### src/rtl/coh_mesi_pkg.sv
`timescale 1ns/1ps
package coh_mesi_pkg;
  typedef enum logic [1:0] {ST_I = 2'd0, ST_S = 2'd1, ST_E = 2'd2, ST_M = 2'd3} line_st_t;
  typedef enum logic [1:0] {CMD_NONE = 2'd0, CMD_RD = 2'd1, CMD_RDX = 2'd2, CMD_WB = 2'd3} bus_cmd_t;
  typedef enum logic [2:0] {F_IDLE, F_RESP, F_WB, F_FILL, F_UPG} ctl_st_t;
endpackage

### src/rtl/coh_line_store.sv
`timescale 1ns/1ps
module coh_line_store
  import coh_mesi_pkg::*;
#(
  parameter int IDX_W = 3,
  parameter int TAG_W = 13
) (
  input  logic             clk,
  input  logic             rst_n,
  input  logic [IDX_W-1:0] ra_idx,
  output logic [TAG_W-1:0] ra_tag,
  output line_st_t         ra_st,
  input  logic [IDX_W-1:0] rb_idx,
  output logic [TAG_W-1:0] rb_tag,
  output line_st_t         rb_st,
  input  logic             wa_en,
  input  logic [IDX_W-1:0] wa_idx,
  input  logic [TAG_W-1:0] wa_tag,
  input  line_st_t         wa_st,
  input  logic             wb_en,
  input  logic [IDX_W-1:0] wb_idx,
  input  line_st_t         wb_st
);
  localparam int LINES = 1 << IDX_W;

  line_st_t         st_vec  [LINES];
  logic [TAG_W-1:0] tag_vec [LINES];

  for (genvar g = 0; g < LINES; g++) begin : g_line
    line_st_t         st_q, st_d;
    logic             st_en;
    logic [TAG_W-1:0] tag_q;

    // Processor-side write first, snoop-side write overrides it.
    always_comb begin
      st_en = 1'b0;
      st_d  = st_q;
      if (wa_en && wa_idx == IDX_W'(g)) begin
        st_en = 1'b1;
        st_d  = wa_st;
      end
      if (wb_en && wb_idx == IDX_W'(g)) begin
        st_en = 1'b1;
        st_d  = wb_st;
      end
    end

    always_ff @(posedge clk or negedge rst_n) begin
      if (!rst_n)     st_q <= ST_I;
      else if (st_en) st_q <= st_d;
    end

    always_ff @(posedge clk) begin
      if (wa_en && wa_idx == IDX_W'(g)) tag_q <= wa_tag;
    end

    assign st_vec[g]  = st_q;
    assign tag_vec[g] = tag_q;
  end

  assign ra_st  = st_vec[ra_idx];
  assign ra_tag = tag_vec[ra_idx];
  assign rb_st  = st_vec[rb_idx];
  assign rb_tag = tag_vec[rb_idx];
endmodule

### src/rtl/coh_snoop_unit.sv
`timescale 1ns/1ps
module coh_snoop_unit
  import coh_mesi_pkg::*;
#(
  parameter int TAG_W = 13
) (
  input  logic             snp_valid,
  input  bus_cmd_t         snp_cmd,
  input  logic [TAG_W-1:0] snp_tag,
  input  logic [TAG_W-1:0] line_tag,
  input  line_st_t         line_st,
  output logic             shared_out,
  output logic             flush_out,
  output logic             upd_en,
  output line_st_t         upd_st
);
  logic match;

  always_comb begin
    match      = snp_valid && (line_st != ST_I) && (line_tag == snp_tag);
    shared_out = 1'b0;
    flush_out  = 1'b0;
    upd_en     = 1'b0;
    upd_st     = line_st;
    if (match) begin
      case (snp_cmd)
        CMD_RD: begin
          shared_out = 1'b1;
          flush_out  = (line_st == ST_M);
          upd_en     = (line_st != ST_S);
          upd_st     = ST_S;
        end
        CMD_RDX: begin
          flush_out = (line_st == ST_M);
          upd_en    = 1'b1;
          upd_st    = ST_I;
        end
        default: ;
      endcase
    end
  end
endmodule

### src/rtl/coh_mesi_ctrl.sv
`timescale 1ns/1ps
module coh_mesi_ctrl
  import coh_mesi_pkg::*;
#(
  parameter int ADDR_W = 16,
  parameter int IDX_W  = 3
) (
  input  logic              clk,
  input  logic              rst_n,
  input  logic              cpu_req_valid,
  input  logic              cpu_req_write,
  input  logic [ADDR_W-1:0] cpu_req_addr,
  output logic              cpu_req_ready,
  output logic              cpu_resp_valid,
  output logic              cpu_resp_hit,
  output logic              bus_req_valid,
  output logic [1:0]        bus_req_cmd,
  output logic [ADDR_W-1:0] bus_req_addr,
  input  logic              bus_grant,
  input  logic              bus_shared_in,
  input  logic              snp_valid,
  input  logic [1:0]        snp_cmd,
  input  logic [ADDR_W-1:0] snp_addr,
  output logic              snp_shared_out,
  output logic              snp_flush_out
);
  localparam int TAG_W = ADDR_W - IDX_W;

  ctl_st_t           fsm_q, fsm_d;
  logic              wr_q, hit_q;
  logic [ADDR_W-1:0] addr_q;
  logic              accept;

  logic [IDX_W-1:0]  lk_idx, snp_idx;
  logic [TAG_W-1:0]  lk_tag, ln_tag, sn_tag;
  line_st_t          ln_st, sn_st;
  logic              lk_hit;

  logic              wa_en;
  line_st_t          wa_st;
  logic              upd_en;
  line_st_t          upd_st;
  bus_cmd_t          cmd_d;

  assign snp_idx = snp_addr[IDX_W-1:0];
  assign lk_idx  = (fsm_q == F_IDLE) ? cpu_req_addr[IDX_W-1:0] : addr_q[IDX_W-1:0];
  assign lk_tag  = (fsm_q == F_IDLE) ? cpu_req_addr[ADDR_W-1:IDX_W] : addr_q[ADDR_W-1:IDX_W];
  assign lk_hit  = (ln_st != ST_I) && (ln_tag == lk_tag);

  // A snoop to the same index blocks acceptance for that cycle.
  assign cpu_req_ready = (fsm_q == F_IDLE) &&
                         !(snp_valid && snp_idx == cpu_req_addr[IDX_W-1:0]);
  assign accept        = cpu_req_valid && cpu_req_ready;

  coh_line_store #(.IDX_W(IDX_W), .TAG_W(TAG_W)) u_store (
    .clk    (clk),
    .rst_n  (rst_n),
    .ra_idx (lk_idx),
    .ra_tag (ln_tag),
    .ra_st  (ln_st),
    .rb_idx (snp_idx),
    .rb_tag (sn_tag),
    .rb_st  (sn_st),
    .wa_en  (wa_en),
    .wa_idx (lk_idx),
    .wa_tag (lk_tag),
    .wa_st  (wa_st),
    .wb_en  (upd_en),
    .wb_idx (snp_idx),
    .wb_st  (upd_st)
  );

  coh_snoop_unit #(.TAG_W(TAG_W)) u_snoop (
    .snp_valid  (snp_valid),
    .snp_cmd    (bus_cmd_t'(snp_cmd)),
    .snp_tag    (snp_addr[ADDR_W-1:IDX_W]),
    .line_tag   (sn_tag),
    .line_st    (sn_st),
    .shared_out (snp_shared_out),
    .flush_out  (snp_flush_out),
    .upd_en     (upd_en),
    .upd_st     (upd_st)
  );

  // Next-state and request logic
  always_comb begin
    fsm_d         = fsm_q;
    wa_en         = 1'b0;
    wa_st         = ST_I;
    bus_req_valid = 1'b0;
    cmd_d         = CMD_NONE;
    bus_req_addr  = addr_q;
    case (fsm_q)
      F_IDLE: begin
        if (accept) begin
          if (lk_hit) begin
            if (!cpu_req_write) begin
              fsm_d = F_RESP;
            end else if (ln_st == ST_S) begin
              fsm_d = F_UPG;
            end else begin
              wa_en = 1'b1;
              wa_st = ST_M;
              fsm_d = F_RESP;
            end
          end else if (ln_st == ST_M) begin
            fsm_d = F_WB;
          end else begin
            fsm_d = F_FILL;
          end
        end
      end
      F_RESP: fsm_d = F_IDLE;
      F_WB: begin
        if (ln_st == ST_M) begin
          bus_req_valid = 1'b1;
          cmd_d         = CMD_WB;
          bus_req_addr  = {ln_tag, lk_idx};
          if (bus_grant) begin
            wa_en = 1'b1;
            wa_st = ST_I;
            fsm_d = F_FILL;
          end
        end else begin
          fsm_d = F_FILL;
        end
      end
      F_FILL: begin
        bus_req_valid = 1'b1;
        cmd_d         = wr_q ? CMD_RDX : CMD_RD;
        if (bus_grant) begin
          wa_en = 1'b1;
          wa_st = wr_q ? ST_M : (bus_shared_in ? ST_S : ST_E);
          fsm_d = F_RESP;
        end
      end
      F_UPG: begin
        bus_req_valid = 1'b1;
        cmd_d         = CMD_RDX;
        if (bus_grant) begin
          wa_en = 1'b1;
          wa_st = ST_M;
          fsm_d = F_RESP;
        end
      end
      default: fsm_d = F_IDLE;
    endcase
  end

  assign bus_req_cmd    = cmd_d;
  assign cpu_resp_valid = (fsm_q == F_RESP);
  assign cpu_resp_hit   = hit_q;

  always_ff @(posedge clk or negedge rst_n) begin
    if (!rst_n) fsm_q <= F_IDLE;
    else        fsm_q <= fsm_d;
  end

  always_ff @(posedge clk) begin
    if (accept) begin
      wr_q   <= cpu_req_write;
      addr_q <= cpu_req_addr;
      hit_q  <= lk_hit;
    end
  end
endmodule

### config.mk
export PLATFORM = sky130hd
export DESIGN_NAME = coh_mesi_ctrl
export DESIGN_NICKNAME = d
export VERILOG_FILES = /design/src/rtl/coh_mesi_pkg.sv /design/src/rtl/coh_line_store.sv /design/src/rtl/coh_snoop_unit.sv /design/src/rtl/coh_mesi_ctrl.sv
export SDC_FILE = /design/constraint.sdc
export NUM_CORES = 1
export LEC_CHECK = 0
export ABC_AREA = 1
export CAP_MARGIN = 25
export CORE_MARGIN = 1
export CORE_UTILIZATION = 45
export DETAILED_ROUTE_END_ITERATION = 10
export PLACE_DENSITY_LB_ADDON = 0.05
export SYNTH_ARGS = -nofsm -noshare
export SYNTH_HDL_FRONTEND = slang
export SYNTH_SLANG_ARGS = --single-unit
export TNS_END_PERCENT = 100
### constraint.sdc
create_clock -name clk -period 3.29 [get_ports clk]
set_input_delay 0.8225 -clock clk [delete_from_list [all_inputs] [get_ports clk]]
set_output_delay 0.8225 -clock clk [all_outputs]
set_load 0.02 [all_outputs]
==> reports/qor.txt, run 1 <==
DR vias/cell - 5.43
Cell count of the worst reg-to-reg path - 22
Placed Area - 0.0110 mm2
Required time of the critical path - 2.47 ns
Worst-Margin Slew - 0.493 ns
P_int - 5.80 mW
RSZ-0062 raised after global routing - yes
Via count - 9177
Leak - 6.29 nW
Total power - 10.3 mW
Root buffer cell - clkbuf_16
Total GRT Usage - 0.341
Post-Layout Cell Count - 1690
Setup TNS Final - -14.68 ns
# hold bufs at CTS - 0
DRC - 0
Crit path kind - primary input to output pin
Crit path time final - 3.61 ns
Cell count after synthesis - 1171
Vias in the first global route - 8402
Core Region - 0.0195 mm2
Sinks on Clock Net - 141
DRT Pass-1 Iters - 5
Routed WL per cell - 20.4 um
Crit. End Element - output pin
Most common cell after layout, fill and taps aside - nand2_1
Full die area - 0.0206 mm2
Post-synth EDFFs - 122
Endpoints failing setup - 114
Worst IR drop on VDD - 0.515 mV
Critical R2R Launch - fsm_q[1]$_DFFE_PN0P_
Syn nets - 1214
Final Max Slew Viols - 0
Clock skew - 0.0103 ns
Number of I/O pins - 65
FMAX - 277 MHz
Crit path DAT - 2.78 ns
Number of storage elements in the synthesis netlist - 141
DP Wirelength - 21300 um
Worst-skew pair later-pin latency - 0.44 ns
Slew HR - 0.669
Pwr Density - 774 mW/mm2
Area growth syn-to-layout - 48.3%
Sw power - 4.52 mW
Longest Clk Path Bufs - 2
Period utilization - 1.10
Worst Setup Slack, final - -0.315 ns
Final wirelength - 34500 um
HP Class - register to register
Rows - 51
Global-route wire length before repair - 49800 um
YS warnings - 0
Final nets - 1454
Layout cell share with drive strength beyond 1 - 0.320
Top_reg_cell synth - edfxtp_1
Mapped cell area - 0.00899 mm2
Die width - 143 um
Gate power share - 0.566
Library cells used by synthesis - 47
Initial detailed-routing violation count - 851
Ys async rst share - 0.135
GR Overflow Total - 0
Crit path launch - snp_addr[1]
Port-buffer cells - 64
Failing checks - setup timing
RR Endpoint - u_store.g_line[3].tag_q[12]$_DFFE_PP_
Most frequent cells in the layout - nand2_1 (400), inv_1 (156), buf_4 (126)
Syn_area_per_cell - 7.68 um2
Reg power frac - 0.242
Status - finished, violations left
Fin area - 0.0133 mm2
Largest net degree at the start of global routing - 29
Routed Antenna Nets - 0
Final hold violation count - 0
Critical-path maximum fanout - 6
Dpl cells - 1602
H-Tree Depth - 4
Net Sw Frac - 0.438
Worst reg2reg setup slack - -0.16 ns
Gpl congestion - 0.963
Startpoint class of the critical path - primary input
CTS tree - yes
Sequential element share of the synthesized area - 0.460
Initial antenna violation count - 1
Worst setup path end - snp_flush_out
Clock buffer count from CTS - 17
Clock network power share - 0.192
Clk pin slew, worst setup/hold paths - 0.07 ns
Die H - 143 um
Max-cap viol count - 0
Initial Utilization - 0.461
metrics by stage:
stage	hold slack, ns	worst slack [ns]	utilization
floorplan	0.476	0.00248	-
global placement	0.494	-1.14	0.563
detailed placement	0.511	-1.19	0.563
CTS	0.529	-0.266	0.649
global route	0.536	-0.415	0.683
finish	0.515	-0.315	0.683
Yosys cell counts, types with 5 or more instances:
| cell type | count | area, um2 |
|---|---|---|
| a21oi_1 | 19 | 95.1 |
| a22oi_1 | 12 | 90.1 |
| buf_2 | 21 | 105 |
| buf_4 | 11 | 82.6 |
| buf_6 | 6 | 67.6 |
| clkbuf_1 | 5 | 18.8 |
| dfrtp_1 | 19 | 475 |
| edfxtp_1 | 122 | 3660 |
| inv_1 | 168 | 631 |
| mux2_2 | 10 | 113 |
| nand2_1 | 465 | 1750 |
| nand2_4 | 6 | 67.6 |
| nand3_1 | 119 | 596 |
| nand3_2 | 11 | 110 |
| nand3b_1 | 15 | 113 |
| nand4_1 | 24 | 150 |
| nor2_1 | 48 | 180 |
| nor2_2 | 5 | 31.3 |
| o21ai_0 | 24 | 120 |
| o21ai_1 | 5 | 25.0 |
layer usage:
metal,part of all wire,vias to the layer above,track usage
met2,0.46,507,0.539
met3,0.086,119,0.0660
met1,0.41,4299,0.443
met4,0.050,0,0.177
li1,-,4252,-
met5,0,-,0
final cells by class:
| class | instances | area, um2 |
|---|---|---|
| Antenna cell | 1 | 2.50 |
| Clock buffer | 18 | 429 |
| Inverter | 173 | 723 |
| Multi-Input combinational cell | 811 | 4660 |
| Tap cell | 265 | 332 |
| Fill cell | 1594 | 6180 |
| Sequential cell | 141 | 4140 |
| Timing Repair Buffer | 267 | 2910 |
| Clock inverter | 14 | 148 |
cell families after synthesis:
kind of cell	share of synthesized area
AO/OA/AOI/OAI	0.0488
XOR/XNOR	0.00292
adder cells (fa/ha/maj)	0.00278
buffers and inverters	0.110
flip-flops	0.460
multiplexers	0.0125
AND/OR/NAND/NOR	0.363
flip-flops by register name, summed over array words and instances, names as in the netlist:
name,flops
wr_q,1
u_store.g_line.tag_q,104
u_store.g_line.st_q,16
fsm_q,3
cpu_resp_hit,1
addr_q,16
worst min path at each step:
stage                                           from                                    end  slack, ns  cells past startpoint
3_3_place_gp   u_store.g_line[7].st_q[0]$_DFFE_PN0P_  u_store.g_line[7].st_q[0]$_DFFE_PN0P_       0.49                      2
6_report       u_store.g_line[7].st_q[0]$_DFFE_PN0P_  u_store.g_line[7].st_q[0]$_DFFE_PN0P_       0.52                      2
4_1_cts        u_store.g_line[7].st_q[0]$_DFFE_PN0P_  u_store.g_line[7].st_q[0]$_DFFE_PN0P_       0.53                      2
2_1_floorplan  u_store.g_line[3].st_q[0]$_DFFE_PN0P_  u_store.g_line[3].st_q[0]$_DFFE_PN0P_       0.48                      2
3_5_place_dp   u_store.g_line[7].st_q[0]$_DFFE_PN0P_  u_store.g_line[7].st_q[0]$_DFFE_PN0P_       0.51                      2
5_1_grt        u_store.g_line[7].st_q[0]$_DFFE_PN0P_  u_store.g_line[7].st_q[0]$_DFFE_PN0P_       0.54                      2
worst max-delay path, cell delays in order:
cell and delay (ns):
buf_8 0.11, buf_6 0.12, nor2_4 0.14, buf_12 0.14, buf_6 0.11, a22oi_2 0.05, nand3_1 0.10, nand2_2 0.07
nand2_2 0.10, nand2_2 0.06, nor2_2 0.09, nand4_1 0.09, nor4_1 0.24, nand2_1 0.19, nor4_4 0.16, buf_4 0.17
power groups by stage:
stage,logic [mW],registers (mW),clock network (mW)
global route,6.21,2.51,2.06
detailed placement,4.20,2.51,0
finish,5.84,2.50,1.98
global placement,4.17,2.51,0
floorplan,2.49,2.47,0
CTS,5.15,2.48,1.98
timing repair:
action | CTS | global route
buffers inserted | 32 | 16
endpoints found under the setup margin | 140 | 138
gates cloned | 13 | 1
pin swaps | 50 | 62
gates resized for setup | 276 | 138
(Power assumes the default switching activity.)
==> inputs of run 2 (changes only) <==
Settings changed: CAP_MARGIN 25 to unset.
==> results of run 2 <==
Final layout, timing and power as in run 1 (identical DEF).
==> inputs of run 3 (changes only) <==
Settings changed: CORE_MARGIN 1 to unset.
==> results of run 3 <==
Final layout, timing and power as in run 1 (identical DEF).
